===== config.mk =====
export PLATFORM = sky130hd
export DESIGN_NAME = core_pwr_ctrl
export DESIGN_NICKNAME = d
export VERILOG_FILES = /design/src/rtl/core_pwr_pkg.sv /design/src/rtl/core_pwr_clkdiv.sv /design/src/rtl/core_pwr_fsm.sv /design/src/rtl/core_pwr_ctrl.sv
export SDC_FILE = /design/constraint.sdc
export NUM_CORES = 1
export LEC_CHECK = 0
export ABC_AREA = 1
export BUFFER_PORTS_ARGS = -buffer_cell sky130_fd_sc_hd__buf_2
export CORE_MARGIN = 4
export CORE_UTILIZATION = 45
export DETAILED_ROUTE_END_ITERATION = 16
export SETUP_SLACK_MARGIN = 0.5
export SYNTH_ARGS = -nofsm -noshare
export SYNTH_HDL_FRONTEND = slang
export SYNTH_SLANG_ARGS = --single-unit

===== constraint.sdc =====
create_clock -name clk -period 2.4 [get_ports clk]
set_clock_uncertainty 0.2 [all_clocks]
set_input_delay 0.72 -clock clk [delete_from_list [all_inputs] [get_ports clk]]
set_output_delay 0.72 -clock clk [all_outputs]
set_load 0.01 [all_outputs]

===== src/rtl/core_pwr_pkg.sv =====
package core_pwr_pkg;
  typedef enum logic [2:0] {
    PS_ACTIVE = 3'd0,
    PS_SLEEP  = 3'd1,
    PS_DEEP   = 3'd2,
    PS_RELOCK = 3'd3,
    PS_OFF    = 3'd4
  } pstate_t;

  localparam logic [1:0] CMD_SLEEP = 2'd1;
  localparam logic [1:0] CMD_DEEP  = 2'd2;
  localparam logic [1:0] CMD_OFF   = 2'd3;
  localparam int unsigned PHASE_LEN = 6;  // common multiple of 1,2,3

  // core enable tick for a given phase and divider code
  function automatic logic div_tick(input logic [2:0] ph, input logic [1:0] sel);
    case (sel)
      2'd1:    return (ph[0] == 1'b0);
      2'd2:    return (ph == 3'd0) || (ph == 3'd3);
      default: return 1'b1;
    endcase
  endfunction

  function automatic logic div_code_ok(input logic [1:0] sel);
    return sel != 2'd3;
  endfunction
endpackage


===== src/rtl/core_pwr_clkdiv.sv =====
module core_pwr_clkdiv
  import core_pwr_pkg::*;
(
  input  logic       clk,
  input  logic       rst_n,
  input  logic       run,
  input  logic       wr_div,
  input  logic [1:0] wr_code,
  output logic [1:0] div_sel,
  output logic       div_ack,
  output logic       tick
);
  localparam int unsigned PH_W = $clog2(PHASE_LEN);

  logic [PH_W-1:0] phase;
  logic [1:0]      div_nxt;
  logic            pend;
  logic            apply_now;

  assign apply_now = run && pend && (phase == '0);

  always_ff @(posedge clk or negedge rst_n) begin
    if (!rst_n) begin
      phase   <= '0;
      div_sel <= 2'd0;
      div_nxt <= 2'd0;
      pend    <= 1'b0;
      div_ack <= 1'b0;
    end else begin
      div_ack <= 1'b0;
      if (run) phase <= (phase == PH_W'(PHASE_LEN - 1)) ? '0 : phase + 1'b1;
      else     phase <= '0;
      if (apply_now) begin
        div_sel <= div_nxt;
        pend    <= 1'b0;
        div_ack <= 1'b1;
      end
      if (wr_div && div_code_ok(wr_code)) begin
        div_nxt <= wr_code;
        pend    <= 1'b1;
      end
    end
  end

  assign tick = div_tick(3'(phase), div_sel);

  assert_sel_change_acked_R3: assert property (@(posedge clk) disable iff (!rst_n)
    (div_sel != $past(div_sel)) |-> div_ack);
  assert_ack_single_R3: assert property (@(posedge clk) disable iff (!rst_n)
    div_ack |=> !div_ack);
  assert_code_legal_R2: assert property (@(posedge clk) disable iff (!rst_n)
    div_sel != 2'd3);
endmodule


===== src/rtl/core_pwr_fsm.sv =====
module core_pwr_fsm
  import core_pwr_pkg::*;
#(
  parameter int unsigned LOCK_W   = 16,
  parameter int unsigned LOCK_DEF = 100
) (
  input  logic              clk,
  input  logic              rst_n,
  input  logic              wr_cmd,
  input  logic [1:0]        cmd_code,
  input  logic              wr_lim,
  input  logic [LOCK_W-1:0] lim_val,
  input  logic              idle_req,
  input  logic              irq,
  input  logic              rtc_wake,
  input  logic              ext_wake,
  input  logic              pll_lock,
  output pstate_t           state,
  output logic              gated,
  output logic              pll_en,
  output logic              pwr_off_req
);
  logic [LOCK_W-1:0] cnt;
  logic [LOCK_W-1:0] lim;
  logic              wake;
  logic              relock_done;

  assign wake        = rtc_wake || ext_wake;
  assign relock_done = pll_lock || (cnt >= lim);

  always_ff @(posedge clk or negedge rst_n) begin
    if (!rst_n) begin
      state <= PS_ACTIVE;
      gated <= 1'b0;
      cnt   <= '0;
      lim   <= LOCK_W'(LOCK_DEF);
    end else begin
      if (wr_lim && state != PS_OFF) lim <= lim_val;
      case (state)
        PS_ACTIVE: begin
          if (irq)           gated <= 1'b0;
          else if (idle_req) gated <= 1'b1;
          if (wr_cmd) begin
            case (cmd_code)
              CMD_SLEEP: begin state <= PS_SLEEP; gated <= 1'b0; end
              CMD_DEEP:  begin state <= PS_DEEP;  gated <= 1'b0; end
              CMD_OFF:   begin state <= PS_OFF;   gated <= 1'b0; end
              default: ;
            endcase
          end
        end
        PS_SLEEP:  if (wake) state <= PS_ACTIVE;
        PS_DEEP:   if (wake) begin state <= PS_RELOCK; cnt <= '0; end
        PS_RELOCK: begin
          if (relock_done) state <= PS_ACTIVE;
          else             cnt   <= cnt + 1'b1;
        end
        default: state <= PS_OFF;
      endcase
    end
  end

  assign pll_en      = !(state == PS_DEEP || state == PS_OFF);
  assign pwr_off_req = (state == PS_OFF);

  assert_off_sticky_R8: assert property (@(posedge clk) disable iff (!rst_n)
    (state == PS_OFF) |=> (state == PS_OFF));
  assert_relock_bound_R7: assert property (@(posedge clk) disable iff (!rst_n)
    (state == PS_RELOCK) |-> (cnt <= lim));
  assert_lock_exits_R6: assert property (@(posedge clk) disable iff (!rst_n)
    (state == PS_RELOCK && pll_lock) |=> (state == PS_ACTIVE));
  assert_sleep_wake_R5: assert property (@(posedge clk) disable iff (!rst_n)
    (state == PS_SLEEP && wake) |=> (state == PS_ACTIVE));
  assert_active_ignores_wake_R9: assert property (@(posedge clk) disable iff (!rst_n)
    (state == PS_ACTIVE && !wr_cmd) |=> (state == PS_ACTIVE));
endmodule


===== src/rtl/core_pwr_ctrl.sv =====
module core_pwr_ctrl
  import core_pwr_pkg::*;
#(
  parameter int unsigned LOCK_W   = 16,
  parameter int unsigned LOCK_DEF = 100
) (
  input  logic              clk,
  input  logic              rst_n,
  input  logic              wr_en,
  input  logic [1:0]        wr_addr,
  input  logic [LOCK_W-1:0] wr_data,
  input  logic              idle_req,
  input  logic              irq,
  input  logic              rtc_wake,
  input  logic              ext_wake,
  input  logic              pll_lock,
  output logic              core_clk_en,
  output logic              io_clk_en,
  output logic [1:0]        div_sel,
  output logic              div_ack,
  output logic              pll_en,
  output logic              pwr_off_req,
  output logic [2:0]        state_o
);
  pstate_t state;
  logic    gated;
  logic    tick;
  logic    active;
  logic    wr_div, wr_cmd, wr_lim;

  assign wr_div = wr_en && (wr_addr == 2'd0);
  assign wr_cmd = wr_en && (wr_addr == 2'd1);
  assign wr_lim = wr_en && (wr_addr == 2'd2);
  assign active = (state == PS_ACTIVE);

  core_pwr_clkdiv u_div (
    .clk     (clk),
    .rst_n   (rst_n),
    .run     (active),
    .wr_div  (wr_div),
    .wr_code (wr_data[1:0]),
    .div_sel (div_sel),
    .div_ack (div_ack),
    .tick    (tick)
  );

  core_pwr_fsm #(.LOCK_W(LOCK_W), .LOCK_DEF(LOCK_DEF)) u_fsm (
    .clk         (clk),
    .rst_n       (rst_n),
    .wr_cmd      (wr_cmd),
    .cmd_code    (wr_data[1:0]),
    .wr_lim      (wr_lim),
    .lim_val     (wr_data),
    .idle_req    (idle_req),
    .irq         (irq),
    .rtc_wake    (rtc_wake),
    .ext_wake    (ext_wake),
    .pll_lock    (pll_lock),
    .state       (state),
    .gated       (gated),
    .pll_en      (pll_en),
    .pwr_off_req (pwr_off_req)
  );

  assign core_clk_en = active && !gated && tick;
  assign io_clk_en   = active;
  assign state_o     = state;

  assert_idle_keeps_io_R4: assert property (@(posedge clk) disable iff (!rst_n)
    (gated && active) |-> (io_clk_en && !core_clk_en));
  assert_low_power_clocks_R5: assert property (@(posedge clk) disable iff (!rst_n)
    (state_o != 3'd0) |-> (!core_clk_en && !io_clk_en));
  assert_deep_pll_off_R6: assert property (@(posedge clk) disable iff (!rst_n)
    (state_o == 3'd2) |-> !pll_en);
endmodule


==> results.toml, run 1 <==
[routing]
ant_nets = 0
drt_first_pass_iters = 4
num_vias = 2514
avgViaCountPerCell = 5.00
drt_iter0_drc = 104
drc = 0
routed_wl_um = 6610
wire_per_inst_um = 13.1

[synth]
synth_edf_count = 0
yosys-top-cells-area = "dfrtp_1, nand2_1, ha_1, nor2_1, inv_1"
ys_seq_elements = 45
avgSynthCellArea_um2 = 7.69
synth_warnings = 0
yosys.area.top_type = "dfrtp_1"
synth_top_cell_area_share_pct = 37.6
synth_async_sr_flop_share_pct = 100
syn_inst = 363
synth-main-ff-cell = "dfrtp_1"
syn_nets = 409
yosys.cell_types.count = 32
seq_area_frac_synth_pct = 40.5
syn-cell-area_um2 = 2790

[placement]
gp_congestion = 0.812
place_inst = 473
placed_cell_area_um2 = 3130
port_buffers = 35
place_ws_ns = 0.230
dp_hpwl_um = 4680

[setup_path]
r2r_slack_ns = 0.32
critPathMaxStageDelay_ns = 0.45
crit_arrival_ns = 1.44
end_kind = "output pin"
critPathSlowestCell = "dfrtp_1"
r2r_cells = 12
worst-setup-path-type = "flip-flop to output pin"
path_cells = "ha_4 > a21oi_2 > a211oi_4 > buf_2"
path_max_fanout = 3
r2r_end = "u_fsm.cnt[5]"
worstReg2RegStart = "u_fsm.lim[5]"
start_kind = "flip-flop"
required_ns = 1.48

[power]
p_switching_uw = 1220
sequentialPowerShare_pct = 34.9
vdd_drop_max_mv = 0.704
swShare_pct = 40.2
power.density_nw_per_um2 = 834
p_clk_share_pct = 17.3
p_int_uw = 1820
p_leak_uw = 0.00181
pwr-share-comb_pct = 47.7

[timing]
setup_violations = 0
fin_ws_ns = 0.0378
tightest_slew_ns = 0.471
holdWs_ns = 0.153
setup_tns_ns = 0
period_minus_slack_ns = 2.36
post-route-period-util_pct = 98.4
slew_viol_final = 0
finalHoldViolations = 0
fmax_ghz = 0.423
max_slew_margin_pct = 68.5
grt_setup_unrepaired = "yes"

[floorplan]
initial_core_util_pct = 46.9
core_um2 = 5960
die_w_um = 86.8
row_count = 28
pin_count = 36
dieHeight_um = 86.8
dieArea_um2 = 7530

[final_layout]
final_cells = 503
layout_common_cells = "nand2_1, nor2_1, inv_1, dfrtp_1, buf_2"
layout_commonest_cell = "nand2_1"
fin_nets = 473
layout-drive-gt1-share_pct = 35.3
stdcell_area_um2 = 3640
area_growth_pct = 30.4
antenna_cells = 0

[grt]
antenna_found_initial = 0
grt_pass1_vias = 2481
grt_max_degree = 33
gr-total-overflow = 0
grt_pass1_wl_um = 11300
grt_use_total_pct = 18.9

[cts]
clockRootBuffer = "clkbuf_8"
htreeDepth = 2
clk_latency_ns = 0.30
clk_pin_slew_worst_paths_ns = 0.09
ctsLongestPathBuffers = 2
cts_made_buffers = 5
cts_tree = "done"
clkSinkCount = 45

[worst_hold_path]
min_path_type = "input pin to asynchronous set/reset pin"

[run]
maxCapViolations = 0

[outcome]
status = "finished clean"
-- worst max-delay path, delay by kind of cell, from the launching register on --
kind                     cells  cell delay, ns
adder cells (fa/ha/maj)      1            0.29
flip-flops                   1            0.45
AO/OA/AOI/OAI                2            0.26
buffers and inverters        1            0.16
-- stage by stage --
step                util (%)  total power [µW]
floorplan                  -              1810
global placement        52.6              2080
detailed placement      52.6              2110
CTS                     58.0              2850
global route            61.2              3280
finish                  61.2              3040
-- layout make-up --
class                      count  area (µm²)
fill                         544        2310
multi-input combinational    258        1660
sequential                    45        1140
timing repair buffer          64         449
inverter                      53         201
clock buffer                   7        96.3
tap                           75        93.8
clock inverter                 1        5.00
-- metal layers --
metal  global-route usage (%)  part of all wire (%)
met4                     5.52                   1.6
met2                     32.8                    48
met1                     23.8                    46
met3                     3.61                   4.3
met5                        0                     0
-- repair_timing --
| action | 4_1_cts | 5_1_grt |
|---|---|---|
| pin swaps | 15 | 9 |
| gates resized for setup | 33 | 38 |
| setup endpoints to repair | 24 | 26 |
| cloned | 1 | 0 |
| hold buffers | 0 | 0 |
| setup buffers | 13 | 8 |
-- cells in the mapped netlist, types with 2 or more instances --
library cell	instances
dfstp_2	3
inv_1	48
o211ai_1	2
dfrtp_1	42
xor2_1	11
clkbuf_1	2
buf_2	4
o21ai_0	10
a21oi_1	21
nand2_1	84
nand4_1	18
nand2_4	2
nor2_1	53
nor2_2	4
a31oi_1	2
nand3_1	9
inv_2	5
nor3_2	2
nand3_2	3
ha_1	20
o31ai_1	2
nor3_1	6
-- power by group through the flow --
stage | logic (µW) | registers, µW | clock network (µW)
final | 1450 | 1060 | 526
after CTS | 1250 | 1050 | 548
after floorplan | 741 | 1070 | 0
after detailed placement | 1040 | 1070 | 0
after global placement | 1010 | 1070 | 0
after global routing | 1610 | 1080 | 582
-- registers in the layout, summed over array words and instances (netlist names) --
| name | count |
|---|---|
| u_fsm.lim | 16 |
| u_div.div_ack | 1 |
| u_div.phase | 3 |
| u_fsm.state | 3 |
| u_div.div_nxt | 2 |
| u_div.div_sel | 2 |
| u_div.pend | 1 |
| u_fsm.gated | 1 |
| u_fsm.cnt | 16 |
-- how the worst max path moves through the flow --
stage / from / to / slack (ns) / depth (start not counted)
5_1_grt: u_div.phase[0] / core_clk_en / -0.04 / 6
4_1_cts: u_div.phase[0] / core_clk_en / 0.04 / 6
3_3_place_gp: u_fsm.cnt[11] / u_fsm.cnt[15] / 0.30 / 11
2_1_floorplan: u_fsm.lim[5] / u_fsm.cnt[12] / 0.42 / 13
3_5_place_dp: u_fsm.cnt[11] / u_fsm.cnt[3] / 0.23 / 11
6_report: u_div.div_sel[1] / core_clk_en / 0.04 / 4
-- kinds of logic (layout without fill, tap and decap cells) --
group,Yosys count,count (layout),share of synthesized area [%]
buffers and inverters,61,125,8.78
DFF,45,45,40.5
AOI/OAI and AO/OA,39,39,7.62
and+or+nand+nor,186,187,30.4
xor gates and xnor gates,12,12,3.76
adders and majority gates,20,20,8.96
(Power assumes the default switching activity.)
==> run 2: changes to the inputs <==
--- a/config.mk
+++ b/config.mk
@@ -10,7 +10,8 @@
 export CORE_MARGIN = 4
 export CORE_UTILIZATION = 45
 export DETAILED_ROUTE_END_ITERATION = 16
-export SETUP_SLACK_MARGIN = 0.5
+export PLACE_DENSITY_LB_ADDON = 0.08
+export SETUP_SLACK_MARGIN = 0.3
 export SYNTH_ARGS = -nofsm -noshare
 export SYNTH_HDL_FRONTEND = slang
 export SYNTH_SLANG_ARGS = --single-unit
==> run 2 against run 1 <==
Effect of this change: die area stayed put; highest routed layer unchanged; combinational power hardly changed; register-to-register slack worse by 0.08 ns; utilization is 2.5 points higher; global-route usage is 1.2 points lower; sequential power hardly changed; sequential share of layout area is 1.3 points lower; hold slack better by 0.0064 ns; non-clock buffer count is 2 lower; sequential cell count stayed put; clock power is 8.4% higher; setup slack better by 0.038 ns.
==> results.toml, run 2 (same netlist as run 1, synthesis figures left out) <==
[grt]
grt-busiest-layer = "met2"
gr-total-overflow = 0
grt_use_total_pct = 17.6
met3_usage_pct = 3.33
grt_pass1_wl_um = 10600
met1_usage_pct = 24.2
grtUsageMet2_pct = 28.4
grt_max_degree = 33
grt_pass1_vias = 2320
antenna_found_initial = 0

[cts]
cts_tree = "done"
clockRootBuffer = "clkbuf_8"
htreeDepth = 2
cts_made_buffers = 5
clk_pin_slew_worst_paths_ns = 0.08
ctsLongestPathBuffers = 2
clk_latency_ns = 0.30
hold_buffers = 0
clkSinkCount = 45

[floorplan]
dieHeight_um = 86.8
row_count = 28
initial_core_util_pct = 46.9
pin_count = 36
die_w_um = 86.8
dieArea_um2 = 7530
core_um2 = 5960

[power]
vdd_drop_max_mv = 0.550
power.total_uw = 3070
power.density_nw_per_um2 = 809
p_leak_uw = 0.00183

[routing]
drc = 0
routed_wl_um = 7050
ant_nets = 0
drt_first_pass_iters = 4
wire_per_inst_um = 14.1
avgViaCountPerCell = 5.17
drt_iter0_drc = 71
num_vias = 2590

[setup_path]
start_kind = "flip-flop"
end_kind = "output pin"
required_ns = 1.48
path_max_fanout = 8
critPathSlowestCell = "dfrtp_1"
path_buf_inv = 3
worst-setup-path-type = "flip-flop to output pin"
critPathMaxStageDelay_ns = 0.41
path_cells = "nor2_2 > inv_2 > nor2_2 > inv_2 > a211oi_2 > buf_2"
crit_arrival_ns = 1.40
cp_top_family = "flip-flops"

[outcome]
status = "finished clean"

[timing]
grt_setup_unrepaired = "yes"
fin_ws_ns = 0.0756
max_slew_margin_pct = 68.5
slew_viol_final = 0
finalHoldViolations = 0
period_minus_slack_ns = 2.32
holdWs_ns = 0.159
post-route-period-util_pct = 96.8
tightest_slew_ns = 0.471
fmax_ghz = 0.430
setup_violations = 0

[final_layout]
layout_common_cells = "nand2_1, inv_1, dfrtp_1, nor2_1, buf_2"
stdcell_area_um2 = 3790
n_fill_cell = 509
layout_commonest_cell = "nand2_1"
layout-drive-gt1-share_pct = 37.8
antenna_cells = 0
area_growth_pct = 35.8
fin_nets = 471
top_regs = "u_fsm.cnt x16, u_fsm.lim x16"
final_core_util_pct = 63.7

[placement]
port_buffers = 35
place_ws_ns = 0.220
placed_cell_area_um2 = 3070
gp_congestion = 0.844
dp_hpwl_um = 4490

[run]
maxCapViolations = 0

[worst_hold_path]
min_path_type = "input pin to asynchronous set/reset pin"
-- run 2: worst paths after layout --
| check | slack [ns] | start | depth (start not counted) | end |
|---|---|---|---|---|
| hold reg to reg | 0.29 | u_fsm.lim[1] | 2 | u_fsm.lim[1] |
| setup reg to reg | 0.24 | u_fsm.cnt[13] | 11 | u_fsm.cnt[1] |
| setup / recovery | 0.08 | u_fsm.state[0] | 6 | core_clk_en |
| min in group clk | 0.29 | u_fsm.lim[1] | 2 | u_fsm.lim[1] |
| hold / removal | 0.16 | rst_n | 1 | u_div.phase[2] |
| max in group asynchronous | 1.27 | rst_n | 2 | u_fsm.lim[5] |
-- run 2: power by group --
part | switching (µW) | internal, µW
Clock | 261 | 309
Sequential | 108 | 945
Combinational | 829 | 616
Total | 1200 | 1870
-- run 2: timing repair --
action / CTS / global route
setup endpoints to repair: 20 / 39
gates resized for setup: 15 / 87
buffers inserted: 12 / 7
gates cloned: 1 / 3
pin swaps: 8 / 25
-- run 2: routing by layer --
metal | part of all wire (%) | wire, µm | up-vias
li1 | - | - | 1299
met3 | 3.3 | 236 | 6
met2 | 48 | 3400 | 44
met5 | 0 | 0 | -
met4 | 1.0 | 72 | 0
met1 | 47 | 3340 | 1241
-- run 2: layout make-up --
cell class	count	area [µm²]	area share, %
clock buffers	6	72.6	1.91
repair buffers	62	522	13.8
multi-input cells	258	1740	45.8
well taps	75	93.8	2.47
clock inverters	2	35.0	0.924
flip-flops and latches	45	1130	29.9
inverters	53	199	5.25
-- run 2: per-stage QoR --
| stage | setup TNS (ns) | std cells |
|---|---|---|
| CTS | 0 | 491 |
| detailed placement | 0 | 470 |
| global route | -0.0188 | 501 |
| global placement | 0 | 470 |
| finish | 0 | 501 |
| floorplan | 0 | 363 |
==> run 3: changes to the inputs <==
--- a/config.mk
+++ b/config.mk
@@ -14,4 +14,5 @@
 export SETUP_SLACK_MARGIN = 0.3
 export SYNTH_ARGS = -nofsm -noshare
 export SYNTH_HDL_FRONTEND = slang
+export SYNTH_HIERARCHICAL = 1
 export SYNTH_SLANG_ARGS = --single-unit
==> constraint.sdc (replaced) <==
create_clock -name clk -period 2.4 [get_ports clk]
set_clock_uncertainty 0.2 [all_clocks]
set_input_delay 0.36 -clock clk [delete_from_list [all_inputs] [get_ports clk]]
set_output_delay 0.36 -clock clk [all_outputs]
set_load 0.01 [all_outputs]
==> run 3 against run 2 <==
Effect of this change: first-iteration DRC count rose by 46%; combinational power fell by 22%; hold slack worse by 0.065 ns; synthesized cell count increased by 11%; critical path depth rose by 6; routed wire length rose by 2.0%; count of clock-buffer cells in the layout unchanged; highest routed layer unchanged; sequential cell count is the same; sequential share of layout area is 1.3 points higher; critical endpoint is now u_fsm/cnt[9]; global-route usage increased by 0.58 points.
==> results.toml, run 3 <==
[outcome]
status = "finished clean"

[setup_path]
r2r_end = "u_fsm/cnt[9]"
start_kind = "flip-flop"
path_max_fanout = 8
path_buf_inv = 1
worstReg2RegStart = "u_fsm/lim[5]"
cp_top_family = "simple AND/OR/NAND/NOR gates"
r2r_slack_ns = 0.32
critPathSlowestCell = "dfstp_2"
critPathMaxStageDelay_ns = 0.54
crit_arrival_ns = 2.08
end_kind = "flip-flop"
required_ns = 2.39
path_cells = "inv_2 > ha_4 > a21oi_2 > nor2_2 > nor2_2 > nand2_1 > nand2_1 > nand4_1 > nand2_4 > nand3_4 > nand2_2 > nand2_2"
worst-setup-path-type = "flip-flop to flip-flop"
r2r_cells = 12

[placement]
port_buffers = 35
gp_congestion = 0.863
place_inst = 515
dp_hpwl_um = 5070

[final_layout]
final_cells = 534
layout-drive-gt1-share_pct = 26.3
top_regs = "u_fsm/cnt x16, u_fsm/lim x16"
antenna_cells = 0
layout_common_cells = "nand2_1, nor2_1, inv_1, dfrtp_1, buf_2"
layout_commonest_cell = "nand2_1"
fin_nets = 506
area_growth_pct = 21.2

[synth]
yosys.area.top_type = "dfrtp_1"
syn_inst = 404
synth_warnings = 6
avgSynthCellArea_um2 = 7.43
ys_seq_elements = 45
synth_async_sr_flop_share_pct = 100
syn_nets = 454
seq_area_frac_synth_pct = 37.7
synth_common_cells = "nand2_1, nor2_1, inv_1"
synth-main-ff-cell = "dfrtp_1"
post-synth-top-count-cell = "nand2_1"
yosys-top-cells-area = "dfrtp_1, nand2_1, ha_1, nor2_1, inv_1"
synth_top_cell_area_share_pct = 35.0
yosys.cell_types.count = 34
syn-cell-area_um2 = 3000
synth_edf_count = 0

[cts]
clk_pin_slew_worst_paths_ns = 0.08
clkSinkCount = 45
clockRootBuffer = "clkbuf_8"
htreeDepth = 2
clk_latency_ns = 0.30
cts_made_buffers = 5
ctsLongestPathBuffers = 2
cts_tree = "done"

[routing]
num_vias = 2678
routed_wl_um = 7190
avgViaCountPerCell = 5.01
drt_first_pass_iters = 4
wire_per_inst_um = 13.5
ant_nets = 0
drc = 0
drt_iter0_drc = 104

[worst_hold_path]
holdPathEnd = "u_fsm/lim[6]"
worstHoldPathCells = 3
min_path_type = "input pin to flip-flop"
hold_start = "wr_data[6]"

[floorplan]
dieArea_um2 = 8040
dieHeight_um = 89.7
pin_count = 36
row_count = 29
core_um2 = 6420
die_w_um = 89.7
initial_core_util_pct = 46.7

[timing]
post-route-period-util_pct = 86.9
setup_violations = 0
max_slew_margin_pct = 60.5
grt_setup_unrepaired = "yes"
slew_viol_final = 0
setup_tns_ns = 0
tightest_slew_ns = 0.593
fmax_ghz = 0.480
period_minus_slack_ns = 2.08
finalHoldViolations = 0

[power]
power.density_nw_per_um2 = 730
p_leak_uw = 0.00191
vdd_drop_max_mv = 0.550

[grt]
grt_pass1_wl_um = 11300
grt_use_total_pct = 18.2
antenna_found_initial = 0
grt_pass1_vias = 2442
gr-total-overflow = 0
grt_max_degree = 24

[run]
maxCapViolations = 0
## run 3: cell types whose count changed in the layout (fill, tap and decap cells not counted), sizes merged, moves of 3 or more
| cell | change |
|---|---|
| a21oi | +3 |
| buf | -9 |
| ha | +4 |
| inv | +7 |
| nand2 | +24 |
| nand4 | +4 |
| nor2 | +9 |
| o21ai | -7 |
## run 3: final cells by class
| class | count | area, µm² |
|---|---|---|
| clock inverter | 2 | 10.0 |
| sequential | 45 | 1140 |
| inverter | 60 | 225 |
| timing repair buffer | 52 | 343 |
| tap | 77 | 96.3 |
| clock buffer | 6 | 72.6 |
| fill | 623 | 2790 |
| multi-input combinational | 292 | 1750 |
## run 3: logic make-up (layout without fill, tap and decap cells)
logic type	count (synthesis)	count (layout)	share of synthesized area, %
DFF	45	45	37.7
buffers and inverters	68	120	9.01
and+or+nand+nor	225	226	34.4
xor gates and xnor gates	9	9	2.63
adders and majority gates	24	24	10.0
AOI/OAI and AO/OA	32	32	5.92
muxes	1	1	0.375
## run 3: worst max path at each step
| stage | start | to | slack, ns | cells after the start |
|---|---|---|---|---|
| floorplan | u_fsm/lim[5] | u_fsm/cnt[4] | 0.34 | 13 |
| global placement | u_fsm/lim[5] | u_fsm/cnt[13] | 0.30 | 12 |
| detailed placement | u_fsm/lim[5] | u_fsm/cnt[9] | 0.23 | 12 |
| CTS | u_fsm/cnt[11] | u_fsm/cnt[9] | 0.30 | 11 |
| global route | u_fsm/lim[5] | u_fsm/cnt[0] | 0.19 | 12 |
| finish | u_fsm/lim[5] | u_fsm/cnt[9] | 0.32 | 12 |
## run 3: power by group
part	internal (µW)	switching [µW]
sequential	925	132
combinational	419	716
clock	202	261
## run 3: timing repair
item | in CTS | in global routing
buffers inserted | 1 | 7
gates cloned | 1 | 1
hold buffers | 1 | 0
setup endpoints to repair | 17 | 20
pin swaps | 5 | 9
gates resized for setup | 11 | 31
endpoints found under the hold margin | 19 | 0
## run 3: per-layer routing
metal  up-vias  wire [µm]  GRT usage [%]
li1       1393          -              -
met1      1230       3560           26.3
met2        47       3280           28.3
met3         8        274           3.10
met4         0         76           4.87
met5         -          0              0
## run 3: worst min-delay path, cell delays in order
cell	delay (ns)
buf_2	0.10
nor2_1	0.09
a21oi_1	0.04
## run 3: stage by stage
step | instance area [µm²] | setup WS [ns] | hold slack (ns) | power, µW | util [%]
3_5_place_dp | 3290 | 0.235 | 0.194 | 2060 | 51.3
4_1_cts | 3450 | 0.300 | 0.0875 | 2570 | 53.7
5_1_grt | 3640 | 0.193 | 0.105 | 2890 | 56.6
6_report | 3640 | 0.315 | 0.0949 | 2660 | 56.6
3_3_place_gp | 3290 | 0.298 | 0.188 | 2030 | 51.3
2_1_floorplan | 3000 | 0.336 | -0.136 | 1760 | -
